<file path="src/rtl/cvt_pkg.sv">
package cvt_pkg;
  // Source (single) and destination (half) field widths
  localparam int SE = 8;
  localparam int SF = 23;
  localparam int DE = 5;
  localparam int DF = 10;

  localparam int SW    = 1 + SE + SF;
  localparam int DW    = 1 + DE + DF;
  localparam int SBIAS = (1 << (SE - 1)) - 1;
  localparam int DBIAS = (1 << (DE - 1)) - 1;
  localparam int SIGW  = SF + 1;            // significand with hidden bit
  localparam int DROP  = SF - DF;           // bits dropped in normal range
  localparam int EMIN_DST = 1 - DBIAS;      // smallest normal unbiased exponent
  localparam int EMAX_DST = DBIAS;          // largest IEEE unbiased exponent
  localparam int EMAX_ALT = DBIAS + 1;      // largest alternative-format exponent
  localparam int EMIN_SRC = 1 - SBIAS;      // exponent of source subnormals
  localparam int SHMAX = SIGW + 1;          // shift cap: everything below half an LSB
  localparam int SHW   = $clog2(SHMAX + 1);
  localparam int EW    = SE + 2;            // signed unbiased exponent width

  typedef enum logic [1:0] {
    CLS_FIN  = 2'd0,
    CLS_ZERO = 2'd1,
    CLS_INF  = 2'd2,
    CLS_NAN  = 2'd3
  } cls_e;

  // canonical half NaN: positive, quiet bit set, empty payload
  localparam logic [DW-1:0] CANON_NAN = {1'b0, {DE{1'b1}}, 1'b1, {(DF-1){1'b0}}};
  localparam logic [DW-2:0] MAG_SAT   = {(DW-1){1'b1}};
  localparam logic [DW-2:0] MAG_INF   = {{DE{1'b1}}, {DF{1'b0}}};
endpackage

</file>
<file path="src/rtl/cvt_classify.sv">
module cvt_classify
  import cvt_pkg::*;
(
  input  logic [SW-1:0]          word,
  output logic                   sign,
  output cls_e                   cls,
  output logic                   snan,
  output logic signed [EW-1:0]   uexp,
  output logic [SIGW-1:0]        sig,
  output logic [DF-1:0]          nan_pay
);
  localparam logic signed [EW-1:0] SBIAS_S    = EW'(SBIAS);
  localparam logic signed [EW-1:0] EMIN_SRC_S = EW'(EMIN_SRC);

  logic [SE-1:0] exp_f;
  logic [SF-1:0] frac_f;

  always_comb begin
    sign   = word[SW-1];
    exp_f  = word[SW-2:SF];
    frac_f = word[SF-1:0];

    if (&exp_f)
      cls = (frac_f != '0) ? CLS_NAN : CLS_INF;
    else if (exp_f == '0 && frac_f == '0)
      cls = CLS_ZERO;
    else
      cls = CLS_FIN;

    snan    = (cls == CLS_NAN) && !frac_f[SF-1];
    uexp    = (exp_f == '0) ? EMIN_SRC_S : ($signed(EW'(exp_f)) - SBIAS_S);
    sig     = {exp_f != '0, frac_f};
    nan_pay = frac_f[SF-1 -: DF];
  end
endmodule

</file>
<file path="src/rtl/cvt_round.sv">
module cvt_round
  import cvt_pkg::*;
(
  input  logic signed [EW-1:0] uexp,
  input  logic [SIGW-1:0]      sig,
  input  logic                 alt_fmt,
  output logic [DW-2:0]        mag,
  output logic                 inexact,
  output logic                 range_ovf,
  output logic                 tiny
);
  localparam int WW = SHMAX + DF;
  localparam logic signed [EW-1:0] EMIN_S  = EW'(EMIN_DST);
  localparam logic signed [EW-1:0] EMAX_S  = EW'(EMAX_DST);
  localparam logic signed [EW-1:0] EALT_S  = EW'(EMAX_ALT);
  localparam logic signed [EW-1:0] BIAS_S  = EW'(DBIAS);
  localparam logic signed [EW-1:0] SHMAX_S = EW'(SHMAX);
  localparam logic signed [EW-1:0] ONE_S   = EW'(1);

  logic signed [EW-1:0] need_sh;
  logic [SHW-1:0]       sh;
  logic [WW-1:0]        wide;
  logic [DE-1:0]        he;
  logic                 guard, sticky, rup, big;
  logic [DE+DF:0]       sum;

  always_comb begin
    big = uexp > (alt_fmt ? EALT_S : EMAX_S);

    // variable discard width: fixed in normal range, growing below it
    need_sh = -uexp - ONE_S;
    if (uexp < EMIN_S) begin
      sh = (need_sh > SHMAX_S) ? SHW'(SHMAX) : SHW'(need_sh);
      he = '0;
    end else begin
      sh = SHW'(DROP);
      he = DE'(uexp + BIAS_S);
    end

    wide   = WW'({sig, {SHMAX{1'b0}}} >> sh);
    guard  = wide[SHMAX-1];
    sticky = |wide[SHMAX-2:0];
    rup    = guard & (sticky | wide[SHMAX]);

    // carry out of the fraction field bumps the exponent field
    sum = {1'b0, he, wide[SHMAX +: DF]} + (DE+DF+1)'(rup);

    mag       = sum[DE+DF-1:0];
    inexact   = guard | sticky | big;
    range_ovf = big | (alt_fmt ? sum[DE+DF] : (&sum[DE+DF-1:DF]));
    tiny      = ~|sum[DE+DF-1:DF];
  end
endmodule

</file>
<file path="src/rtl/cvt_select.sv">
module cvt_select
  import cvt_pkg::*;
(
  input  logic            sign,
  input  cls_e            cls,
  input  logic            snan,
  input  logic [DF-1:0]   nan_pay,
  input  logic            alt_fmt,
  input  logic            dflt_nan,
  input  logic [DW-2:0]   mag,
  input  logic            inexact,
  input  logic            range_ovf,
  input  logic            tiny,
  output logic [DW-1:0]   result,
  output logic [3:0]      flags    // {invalid, overflow, underflow, inexact}
);
  always_comb begin
    result = {sign, {(DW-1){1'b0}}};
    flags  = 4'b0000;
    unique case (cls)
      CLS_NAN: begin
        flags[3] = snan;
        if (alt_fmt)
          result = {sign, {(DW-1){1'b0}}};
        else if (dflt_nan || nan_pay == '0)
          result = CANON_NAN;
        else
          result = {sign, {DE{1'b1}}, nan_pay};
      end
      CLS_INF: begin
        if (alt_fmt) begin
          result   = {sign, MAG_SAT};
          flags[3] = 1'b1;
        end else begin
          result = {sign, MAG_INF};
        end
      end
      CLS_ZERO: result = {sign, {(DW-1){1'b0}}};
      default: begin
        if (range_ovf) begin
          if (alt_fmt) begin
            result = {sign, MAG_SAT};
            flags  = 4'b1001;
          end else begin
            result = {sign, MAG_INF};
            flags  = 4'b0101;
          end
        end else begin
          result   = {sign, mag};
          flags[0] = inexact;
          flags[1] = inexact & tiny;
        end
      end
    endcase
  end
endmodule

</file>
<file path="src/rtl/fp32_to_fp16_cvt.sv">
module fp32_to_fp16_cvt
  import cvt_pkg::*;
(
  input  logic          clk,
  input  logic          rst_n,
  input  logic          in_valid,
  input  logic [SW-1:0] in_word,
  input  logic          alt_fmt,
  input  logic          dflt_nan,
  output logic          out_valid,
  output logic [DW-1:0] out_half,
  output logic          flag_invalid,
  output logic          flag_overflow,
  output logic          flag_underflow,
  output logic          flag_inexact
);
  // reset: asserted asynchronously, released on the clock
  logic [1:0] rst_sync_q;
  logic       rst_int_n;

  always_ff @(posedge clk or negedge rst_n) begin
    if (!rst_n) rst_sync_q <= 2'b00;
    else        rst_sync_q <= {rst_sync_q[0], 1'b1};
  end
  assign rst_int_n = rst_sync_q[1];

  logic                  c_sign, c_snan, r_inexact, r_ovf, r_tiny;
  cls_e                  c_cls;
  logic signed [EW-1:0]  c_uexp;
  logic [SIGW-1:0]       c_sig;
  logic [DF-1:0]         c_pay;
  logic [DW-2:0]         r_mag;
  logic [DW-1:0]         s_result;
  logic [3:0]            s_flags;

  cvt_classify u_cls (
    .word(in_word), .sign(c_sign), .cls(c_cls), .snan(c_snan),
    .uexp(c_uexp), .sig(c_sig), .nan_pay(c_pay)
  );

  cvt_round u_rnd (
    .uexp(c_uexp), .sig(c_sig), .alt_fmt(alt_fmt), .mag(r_mag),
    .inexact(r_inexact), .range_ovf(r_ovf), .tiny(r_tiny)
  );

  cvt_select u_sel (
    .sign(c_sign), .cls(c_cls), .snan(c_snan), .nan_pay(c_pay),
    .alt_fmt(alt_fmt), .dflt_nan(dflt_nan), .mag(r_mag),
    .inexact(r_inexact), .range_ovf(r_ovf), .tiny(r_tiny),
    .result(s_result), .flags(s_flags)
  );

  logic          valid_q, valid_d;
  logic [DW-1:0] half_q, half_d;
  logic [3:0]    flags_q, flags_d;

  always_comb begin
    valid_d = in_valid;
    half_d  = half_q;
    flags_d = flags_q;
    if (in_valid) begin
      half_d  = s_result;
      flags_d = s_flags;
    end
  end

  always_ff @(posedge clk or negedge rst_int_n) begin
    if (!rst_int_n) begin
      valid_q <= 1'b0;
      half_q  <= '0;
      flags_q <= 4'b0000;
    end else begin
      valid_q <= valid_d;
      half_q  <= half_d;
      flags_q <= flags_d;
    end
  end

  assign out_valid      = valid_q;
  assign out_half       = half_q;
  assign flag_invalid   = flags_q[3];
  assign flag_overflow  = flags_q[2];
  assign flag_underflow = flags_q[1];
  assign flag_inexact   = flags_q[0];


  valid_lat_chk: assert property (@(posedge clk) disable iff (!rst_int_n)
    in_valid |=> out_valid);

  idle_hold_chk: assert property (@(posedge clk) disable iff (!rst_int_n)
    !in_valid |=> (!out_valid && $stable(out_half) && $stable(flags_q)));

  ovf_inf_chk: assert property (@(posedge clk) disable iff (!rst_int_n)
    (out_valid && flag_overflow) |-> (flag_inexact && out_half[DW-2:0] == MAG_INF));

  uf_tiny_chk: assert property (@(posedge clk) disable iff (!rst_int_n)
    (out_valid && flag_underflow) |-> (flag_inexact && out_half[DW-2:DF] == '0));

  alt_no_ovf_chk: assert property (@(posedge clk) disable iff (!rst_int_n)
    (in_valid && alt_fmt) |=> !flag_overflow);

  zero_sign_chk: assert property (@(posedge clk) disable iff (!rst_int_n)
    (in_valid && in_word[SW-2:0] == '0) |=>
      (out_half == {$past(in_word[SW-1]), {(DW-1){1'b0}}} && !flag_inexact));

  dnan_canon_chk: assert property (@(posedge clk) disable iff (!rst_int_n)
    (in_valid && !alt_fmt && dflt_nan && (&in_word[SW-2:SF]) && (in_word[SF-1:0] != '0))
      |=> (out_half == CANON_NAN));
endmodule

</file>
<file path="config.mk">
export PLATFORM = sky130hd
export DESIGN_NAME = fp32_to_fp16_cvt
export DESIGN_NICKNAME = d
export VERILOG_FILES = /design/src/rtl/cvt_pkg.sv /design/src/rtl/cvt_classify.sv /design/src/rtl/cvt_round.sv /design/src/rtl/cvt_select.sv /design/src/rtl/fp32_to_fp16_cvt.sv
export SDC_FILE = /design/constraint.sdc
export NUM_CORES = 1
export LEC_CHECK = 0
export BUFFER_PORTS_ARGS = -buffer_cell sky130_fd_sc_hd__buf_4
export CORE_MARGIN = 1.5
export CORE_UTILIZATION = 40
export CTS_CLUSTER_DIAMETER = 50
export DETAILED_ROUTE_END_ITERATION = 16
export PLACE_DENSITY = 0.68
export SYNTH_ARGS = -nofsm -noshare
export SYNTH_HDL_FRONTEND = slang
export SYNTH_SLANG_ARGS = --single-unit
</file>
<file path="constraint.sdc">
create_clock -name clk -period 0.8 [get_ports clk]
set_input_delay 0.08 -clock clk [delete_from_list [all_inputs] [get_ports clk]]
set_output_delay 0.08 -clock clk [all_outputs]
set_load 0.02 [all_outputs]
</file>
==> impl_metrics.xml, run 1 <==
<?xml version="1.0" encoding="UTF-8"?>
<metrics>
  <group name="clock_network">
    <metric name="total_cts_buffers" unit="">3</metric>
    <metric name="cts_sinks" unit="">23</metric>
    <metric name="worst_skew_late_latency" unit="ps">270</metric>
    <metric name="cts_root_buffer" unit="">clkbuf_8</metric>
    <metric name="max-clock-path-buffers" unit="">2</metric>
    <metric name="clock_tree_from_tritoncts" unit="">done</metric>
    <metric name="clk_pin_slew" unit="ps">80</metric>
    <metric name="htreeDepth" unit="">1</metric>
  </group>
  <group name="place">
    <metric name="place_congestion" unit="">0.999</metric>
    <metric name="hpwl" unit="um">15500</metric>
    <metric name="placement.io_buffers" unit="">57</metric>
  </group>
  <group name="layout">
    <metric name="final_core_area_utilization" unit="">0.744</metric>
    <metric name="final_cell_mix" unit="">273 x buf_4, 63 x nand2_1, 41 x buf_6</metric>
    <metric name="insertedDiodeCount" unit="">0</metric>
    <metric name="fillers" unit="">744</metric>
    <metric name="drive_gt1_frac" unit="">0.524</metric>
    <metric name="final_common_cell" unit="">buf_4</metric>
    <metric name="area.growth.synth_to_final" unit="%">79.1</metric>
    <metric name="final_net_count" unit="">878</metric>
  </group>
  <group name="synth">
    <metric name="synth_largest_type_area_fraction" unit="">0.141</metric>
    <metric name="ys_top_cells_by_area" unit="">dfrtp_1 14%, mux2i_1 6.4%, nand2_1 6.1%, a21oi_1 4.9%, nor2_1 4.2%</metric>
    <metric name="synth.mux.area_fraction" unit="">0.0819</metric>
    <metric name="share_of_synthesized_area_occupied_by_flip_flops_and_latches" unit="">0.141</metric>
    <metric name="synth_warnings" unit="">0</metric>
    <metric name="synth.distinct_cells" unit="">96</metric>
    <metric name="xor_xnor_cell_area_share_of_the_yosys_netlist" unit="">0.0388</metric>
    <metric name="synthSimpleGateAreaFrac" unit="">0.301</metric>
    <metric name="async_reset_ff_frac" unit="">1.00</metric>
    <metric name="synth-compound-area-share" unit="">0.338</metric>
    <metric name="ys_dominant_reg_cell" unit="">dfrtp_1</metric>
    <metric name="post_synth_edffs" unit="">0</metric>
    <metric name="post_synth_instance_area" unit="um^2">4100</metric>
    <metric name="synth_nets" unit="">594</metric>
    <metric name="synthDominantAreaCellType" unit="">dfrtp_1</metric>
    <metric name="post_synth_fa_ha_maj_area_fraction" unit="">0.0306</metric>
    <metric name="dominant_combinational_cell_family_by_area_after_synthesis" unit="">compound AO/OA/AOI/OAI gates</metric>
    <metric name="synth_cells" unit="">547</metric>
    <metric name="avg_synthesized_cell_area" unit="um^2">7.49</metric>
    <metric name="flip_flop_and_latch_count_after_synthesis" unit="">23</metric>
  </group>
  <group name="timing">
    <metric name="finalWorstSetupSlack" unit="ps">-3670</metric>
    <metric name="final-setup-viol-count" unit="">41</metric>
    <metric name="min_period" unit="ps">4470</metric>
    <metric name="slew_viol_final" unit="">0</metric>
    <metric name="grt_setup_unrepaired" unit="">true</metric>
    <metric name="fin_skew" unit="ps">1.81</metric>
    <metric name="tightestPinTransition" unit="ps">592</metric>
    <metric name="slew_headroom" unit="">0.603</metric>
    <metric name="hold-worst-slack" unit="ps">54.4</metric>
    <metric name="timing.final.hold_violations" unit="">0</metric>
    <metric name="final.period_utilization" unit="">5.59</metric>
    <metric name="fmax" unit="MHz">224</metric>
  </group>
  <group name="power">
    <metric name="ir_drop" unit="uV">1200</metric>
    <metric name="total_leakage_power" unit="uW">0.00323</metric>
    <metric name="p_per_area" unit="nW/um^2">909</metric>
  </group>
  <group name="setup_path">
    <metric name="startpoint_type" unit="">input pin</metric>
    <metric name="arrival" unit="ps">4630</metric>
    <metric name="worstSetupEndpointType" unit="">flop</metric>
    <metric name="crit_type" unit="">in -&gt; reg</metric>
    <metric name="crit_required" unit="ps">960</metric>
    <metric name="critical_path_peak_fanout" unit="">10</metric>
  </group>
  <group name="global_routing">
    <metric name="vias_in_the_first_global_route" unit="">5735</metric>
    <metric name="grt_util_all_layers" unit="">0.364</metric>
    <metric name="initial_antenna_violation_count" unit="">0</metric>
    <metric name="grt.overflow.total" unit="">0</metric>
    <metric name="grt_first_pass_wirelength" unit="um">31300</metric>
    <metric name="grt_start_max_net_pins" unit="">22</metric>
  </group>
  <group name="floorplan">
    <metric name="die_height" unit="um">104</metric>
    <metric name="initial_core_utilization" unit="">0.415</metric>
    <metric name="placeableCoreArea" unit="um^2">9860</metric>
    <metric name="io-pin-count" unit="">58</metric>
    <metric name="rows" unit="">36</metric>
    <metric name="die_area" unit="um^2">10900</metric>
    <metric name="die_w" unit="um">104</metric>
  </group>
  <group name="hold_path">
    <metric name="min-delay-path-class" unit="">in -&gt; reg</metric>
  </group>
  <group name="detailed_routing">
    <metric name="drc" unit="">0</metric>
    <metric name="route.final.wire_length" unit="um">20400</metric>
    <metric name="route.antenna.remaining_nets" unit="">0</metric>
    <metric name="viasPerCell" unit="">6.13</metric>
    <metric name="drt_pass1_iterations" unit="">6</metric>
    <metric name="via_count" unit="">5899</metric>
    <metric name="avgRoutedWirePerCell" unit="um">21.2</metric>
    <metric name="first_iter_violations" unit="">592</metric>
  </group>
  <group name="flow_run">
    <metric name="max-cap-violations" unit="">0</metric>
  </group>
  <group name="status">
    <metric name="status" unit="">finished with violations</metric>
    <metric name="violations_in_the_final_reports" unit="">negative setup slack</metric>
  </group>
</metrics>
==> area by class of cell <==
class,count,area [um^2],share of cell area
inverters,15,71.3,0.00972
flip-flops and latches,23,576,0.0785
well taps,133,166,0.0227
repair buffers,319,2600,0.354
multi-input cells,469,3880,0.529
clock buffers,4,45.0,0.00614
==> where the power goes <==
part | switching (uW) | total [uW] | internal, uW
Combinational | 2310 | 4530 | 2220
Clock | 389 | 746 | 357
Sequential | 97.1 | 1390 | 1300
Total | 2790 | 6660 | 3870
==> logic make-up after synthesis <==
family          count (synthesis)
mux                            32
simple gates                  223
buf+inv                        55
fa+ha+maj                      10
other cells                     1
xor+xnor                       16
compound gates                187
flops                          23
==> per-layer routing <==
| metal | GRT usage | wire length (um) | up-vias |
|---|---|---|---|
| met4 | 0.141 | 961 | 0 |
| met1 | 0.473 | 8290 | 2854 |
| met3 | 0.0714 | 1630 | 79 |
| met5 | 0 | 0 | - |
| li1 | - | - | 2672 |
| met2 | 0.594 | 9510 | 294 |
==> cells in the mapped netlist, types with 4 or more instances <==
cell,n
o21ai_0,26
a32oi_1,7
inv_1,14
buf_6,7
ha_1,10
a31oi_1,12
nor4_1,8
buf_2,10
xor2_1,6
and4_1,4
nand4_1,8
a21o_1,4
o22ai_1,10
buf_1,6
xnor2_1,9
nand3_1,22
o311ai_0,4
a211o_1,4
nand2_1,67
a21boi_0,6
nor2_1,46
or3_1,8
o211ai_1,5
a211oi_1,6
nor3_1,12
and3_1,11
dfrtp_1,23
nand2b_1,5
a21oi_1,40
mux2i_1,26
or4_1,4
clkbuf_1,14
o221ai_1,5
==> worst max-delay path: stages <==
cell	delay, ps
buf_8	110
clkinv_8	40
ha_4	110
nor3b_4	210
and2_4	200
nor2_4	40
inv_2	70
ha_4	150
nor4_4	40
a31oi_2	200
a31oi_4	140
or4_4	460
nand2_4	180
buf_4	240
mux2_4	370
o32a_1	400
or3_4	360
o41a_1	400
o22ai_2	210
a31oi_2	130
buf_4	180
a32oi_1	190
a21oi_1	100
==> flip-flops by register name, summed over array words and instances (netlist names) <==
name        count
flags_q         4
out_half       16
out_valid       1
rst_sync_q      2
==> stage by stage <==
stage | worst slack [ps] | instance area (um^2) | power [uW] | TNS [ps] | instances
6_report | -3670 | 7330 | 6660 | -69820 | 963
3_3_place_gp | -4100 | 6250 | 5040 | -74590 | 917
4_1_cts | -3780 | 6830 | 6170 | -70250 | 947
3_5_place_dp | -4160 | 6250 | 5080 | -76800 | 917
5_1_grt | -3840 | 7330 | 6990 | -73350 | 963
2_1_floorplan | -3760 | 4250 | 3230 | -67860 | 547
==> final timing paths <==
| kind | startpoint | to | slack, ps | cells past startpoint |
|---|---|---|---|---|
| worst max-delay path | in_word[23] | out_half[1] | -3670 | 23 |
| worst min-delay path | in_word[31] | out_half[15] | 50 | 3 |
| worst max register to register | out_half[6] | out_half[6] | -80 | 3 |
| worst min register to register | rst_sync_q[1] | out_half[5] | 230 | 1 |
| max in group asynchronous | rst_sync_q[1] | out_half[11] | 350 | 1 |
| min in group asynchronous | rst_n | rst_sync_q[1] | 130 | 2 |
==> repair_timing <==
item / in CTS / in global routing
gates cloned: 1 / 0
resized for setup: 79 / 67
hold endpoints to repair: 2 / 0
endpoints found under the setup margin: 41 / 41
setup buffers: 24 / 17
pin swaps: 45 / 43
hold buffers: 1 / 0
Note: power is estimated with default switching activity, not from simulation.
==> inputs of run 2 (changes only) <==
--- a/config.mk
+++ b/config.mk
@@ -5,6 +5,7 @@
 export SDC_FILE = /design/constraint.sdc
 export NUM_CORES = 1
 export LEC_CHECK = 0
+export ABC_AREA = 1
 export BUFFER_PORTS_ARGS = -buffer_cell sky130_fd_sc_hd__buf_4
 export CORE_MARGIN = 1.5
 export CORE_UTILIZATION = 40
==> run 2 against run 1 <==
Effect of this change:
- critical path depth is 16 higher
- first-iteration DRC count is 17% higher
- setup slack better by 460 ps
- synthesized cell count is 56% higher
- the flow still finishes with violations (negative setup slack)
- utilization is 1.3 points higher
- die area is 13% higher
- largest power group unchanged
- cell count is 36% higher
- combinational power is 23% higher
- cell area is 17% higher
==> impl_metrics.xml, run 2 <==
<?xml version="1.0" encoding="UTF-8"?>
<metrics>
  <group name="status">
    <metric name="status" unit="">finished with violations</metric>
    <metric name="violations_in_the_final_reports" unit="">negative setup slack</metric>
  </group>
  <group name="layout">
    <metric name="drive_gt1_frac" unit="">0.506</metric>
    <metric name="area.growth.synth_to_final" unit="%">85.1</metric>
    <metric name="final_core_area_utilization" unit="">0.756</metric>
    <metric name="final_common_cell" unit="">buf_4</metric>
    <metric name="insertedDiodeCount" unit="">0</metric>
    <metric name="final_cell_area" unit="um^2">8600</metric>
    <metric name="flip_flop_count_of_the_largest_register_all_copies_and_words_added" unit="">16</metric>
    <metric name="final_net_count" unit="">1218</metric>
    <metric name="final_cell_mix" unit="">280 x buf_4, 209 x nand2_1, 115 x nand3_1</metric>
  </group>
  <group name="power">
    <metric name="power_share_of_the_sequential_group" unit="">0.173</metric>
    <metric name="internal_power" unit="uW">4500</metric>
    <metric name="total_leakage_power" unit="uW">0.00436</metric>
    <metric name="pwr-share-clk" unit="">0.135</metric>
    <metric name="p_comb_frac" unit="">0.692</metric>
    <metric name="netSwitchingFraction" unit="">0.441</metric>
    <metric name="netSwitchingPower" unit="uW">3560</metric>
    <metric name="p_per_area" unit="nW/um^2">937</metric>
    <metric name="ir_drop" unit="uV">1730</metric>
  </group>
  <group name="setup_path">
    <metric name="crit_required" unit="ps">990</metric>
    <metric name="timing.critical_path.slowest_stage_cell" unit="">a21oi_4</metric>
    <metric name="max_stage_delay" unit="ps">310</metric>
    <metric name="startpoint_type" unit="">input pin</metric>
    <metric name="worst_r2r_endpoint" unit="">out_half[2]</metric>
    <metric name="timing.rr.start" unit="">out_half[2]</metric>
    <metric name="critical_path_peak_fanout" unit="">7</metric>
    <metric name="arrival" unit="ps">4210</metric>
    <metric name="r2r_setup_slack" unit="ps">-60</metric>
    <metric name="crit_type" unit="">in -&gt; reg</metric>
    <metric name="worstSetupEndpointType" unit="">flop</metric>
    <metric name="length_in_cells_of_the_worst_reg_to_reg_path" unit="">3</metric>
  </group>
  <group name="global_routing">
    <metric name="grt_first_pass_wirelength" unit="um">32700</metric>
    <metric name="grt.overflow.total" unit="">0</metric>
    <metric name="gr-usage-met2" unit="">0.569</metric>
    <metric name="vias_in_the_first_global_route" unit="">7026</metric>
    <metric name="gr-usage-met1" unit="">0.364</metric>
    <metric name="initial_antenna_violation_count" unit="">0</metric>
    <metric name="grt_util_all_layers" unit="">0.321</metric>
    <metric name="grt_start_max_net_pins" unit="">24</metric>
    <metric name="gr-max-usage-layer" unit="">met2</metric>
    <metric name="grt.met3_usage" unit="">0.0416</metric>
  </group>
  <group name="timing">
    <metric name="grt_setup_unrepaired" unit="">true</metric>
    <metric name="fmax" unit="MHz">249</metric>
    <metric name="final-setup-viol-count" unit="">41</metric>
    <metric name="slew_viol_final" unit="">0</metric>
    <metric name="final.period_utilization" unit="">5.02</metric>
    <metric name="timing.final.hold_violations" unit="">0</metric>
    <metric name="fin_skew" unit="ps">1.52</metric>
    <metric name="finalWorstSetupSlack" unit="ps">-3220</metric>
    <metric name="slew_headroom" unit="">0.493</metric>
    <metric name="min_period" unit="ps">4020</metric>
    <metric name="tightestPinTransition" unit="ps">758</metric>
  </group>
  <group name="detailed_routing">
    <metric name="via_count" unit="">7536</metric>
    <metric name="viasPerCell" unit="">5.74</metric>
    <metric name="drt_pass1_iterations" unit="">8</metric>
    <metric name="route.final.wire_length" unit="um">23300</metric>
    <metric name="drc" unit="">0</metric>
    <metric name="avgRoutedWirePerCell" unit="um">17.7</metric>
    <metric name="first_iter_violations" unit="">690</metric>
    <metric name="route.antenna.remaining_nets" unit="">0</metric>
  </group>
  <group name="place">
    <metric name="place_congestion" unit="">1.06</metric>
    <metric name="hpwl" unit="um">14400</metric>
    <metric name="placement.io_buffers" unit="">57</metric>
    <metric name="dpl-instance-area" unit="um^2">6870</metric>
    <metric name="worst_case_setup_slack_after_placement" unit="ps">-3210</metric>
  </group>
  <group name="synth">
    <metric name="avg_synthesized_cell_area" unit="um^2">5.46</metric>
    <metric name="synthDominantAreaCellType" unit="">nand2_1</metric>
    <metric name="synth_nets" unit="">898</metric>
    <metric name="async_reset_ff_frac" unit="">1.00</metric>
    <metric name="share_of_synthesized_area_occupied_by_flip_flops_and_latches" unit="">0.124</metric>
    <metric name="synth_largest_type_area_fraction" unit="">0.216</metric>
    <metric name="synth_warnings" unit="">0</metric>
    <metric name="ys_top_cells_by_area" unit="">nand2_1 22%, nand3_1 18%, dfrtp_1 12%, nor2_1 6.2%, inv_1 5.7%</metric>
    <metric name="synth.distinct_cells" unit="">50</metric>
    <metric name="flip_flop_and_latch_count_after_synthesis" unit="">23</metric>
    <metric name="ys_dominant_reg_cell" unit="">dfrtp_1</metric>
    <metric name="synth_commonest_cells" unit="">267 x nand2_1, 171 x nand3_1, 77 x nor2_1</metric>
    <metric name="synth_cells" unit="">851</metric>
    <metric name="synth_most_common_cell" unit="">nand2_1</metric>
    <metric name="post_synth_edffs" unit="">0</metric>
    <metric name="post_synth_instance_area" unit="um^2">4640</metric>
  </group>
  <group name="clock_network">
    <metric name="htreeDepth" unit="">1</metric>
    <metric name="total_cts_buffers" unit="">3</metric>
    <metric name="max-clock-path-buffers" unit="">2</metric>
    <metric name="clk_pin_slew" unit="ps">60</metric>
    <metric name="cts_sinks" unit="">23</metric>
    <metric name="worst_skew_late_latency" unit="ps">260</metric>
    <metric name="clock_tree_from_tritoncts" unit="">done</metric>
    <metric name="cts_root_buffer" unit="">clkbuf_16</metric>
  </group>
  <group name="hold_path">
    <metric name="worstHoldStart" unit="">in_word[31]</metric>
    <metric name="min-delay-path-class" unit="">in -&gt; reg</metric>
    <metric name="worstHoldEndpoint" unit="">out_half[15]</metric>
    <metric name="worstHoldPathCells" unit="">3</metric>
  </group>
  <group name="floorplan">
    <metric name="die_height" unit="um">111</metric>
    <metric name="io-pin-count" unit="">58</metric>
    <metric name="placeableCoreArea" unit="um^2">11400</metric>
    <metric name="die_area" unit="um^2">12300</metric>
    <metric name="initial_core_utilization" unit="">0.408</metric>
    <metric name="die_w" unit="um">111</metric>
    <metric name="rows" unit="">39</metric>
  </group>
  <group name="flow_run">
    <metric name="max-cap-violations" unit="">0</metric>
  </group>
</metrics>
-- run 2: cell types whose count changed after synthesis, sizes merged, moves of 10 or more --
cell / delta
a21oi: -22
a31oi: -10
and3: -12
inv: +65
mux2i: -29
nand2: +223
nand3: +156
nand4: +10
nor2: +63
nor4: -10
-- run 2: metrics by stage --
stage	setup TNS [ps]	hold slack (ps)	total power (uW)	std cells
after floorplan	-51040	-216	3700	851
final	-60350	66.3	8060	1313
after global placement	-58650	-137	5520	1228
after detailed placement	-61050	-136	5580	1228
after CTS	-53690	75.9	7330	1299
after global routing	-63560	89.7	8480	1313
-- run 2: worst max-delay path by stage --
stage	to	slack [ps]	from
finish	out_half[5]	-3220	in_word[23]
global route	out_half[5]	-3350	in_word[23]
CTS	out_half[3]	-2810	in_word[23]
detailed placement	out_half[6]	-3210	in_word[23]
global placement	out_half[0]	-3090	in_word[23]
floorplan	flags_q[3]	-2790	in_word[23]
-- run 2: cell type report --
type	instances	area [um^2]
multi-input cells	712	4450
flip-flops and latches	23	576
inverters	83	359
repair inverters	2	15.0
repair buffers	346	2940
clock buffers	3	75.1
fillers	773	2770
well taps	143	179
clock inverters	1	5.00
-- run 2: what timing repair did --
item                                   CTS  global route
gates cloned                             5             1
pin swaps                               39            39
setup buffers                           63            23
resized for setup                      138           118
hold buffers                             1             0
endpoints found under the hold margin    2             0
setup endpoints to repair               41            41
-- run 2: layer usage --
layer / wire (um) / part of all wire / vias to the layer above
li1: - / - / 3448
met1: 8220 / 0.35 / 3398
met2: 11000 / 0.47 / 508
met3: 1870 / 0.080 / 182
met4: 2140 / 0.092 / 0
met5: 0 / 0 / -
-- run 2: power groups by stage --
| stage | Sequential [uW] | Clock, uW | Combinational, uW |
|---|---|---|---|
| 4_1_cts | 1390 | 1070 | 4870 |
| 5_1_grt | 1410 | 1150 | 5920 |
| 6_report | 1390 | 1080 | 5580 |
| 2_1_floorplan | 1550 | 0 | 2140 |
| 3_3_place_gp | 1380 | 0 | 4150 |
| 3_5_place_dp | 1390 | 0 | 4190 |
-- run 2: cell families after synthesis --
logic type / Yosys count / synth area share
DFF: 23 / 0.124
buffers and inverters: 117 / 0.116
xor gates and xnor gates: 9 / 0.0170
AOI/OAI and AO/OA: 74 / 0.0948
adders and majority gates: 10 / 0.0269
other: 1 / 0.000807
and+or+nand+nor: 617 / 0.620
-- run 2: critical path, delay by kind of cell --
kind	cells	cell delay (ps)
AOI/OAI and AO/OA	2	480
adders and majority gates	3	470
and+or+nand+nor	24	2270
buffers and inverters	10	900
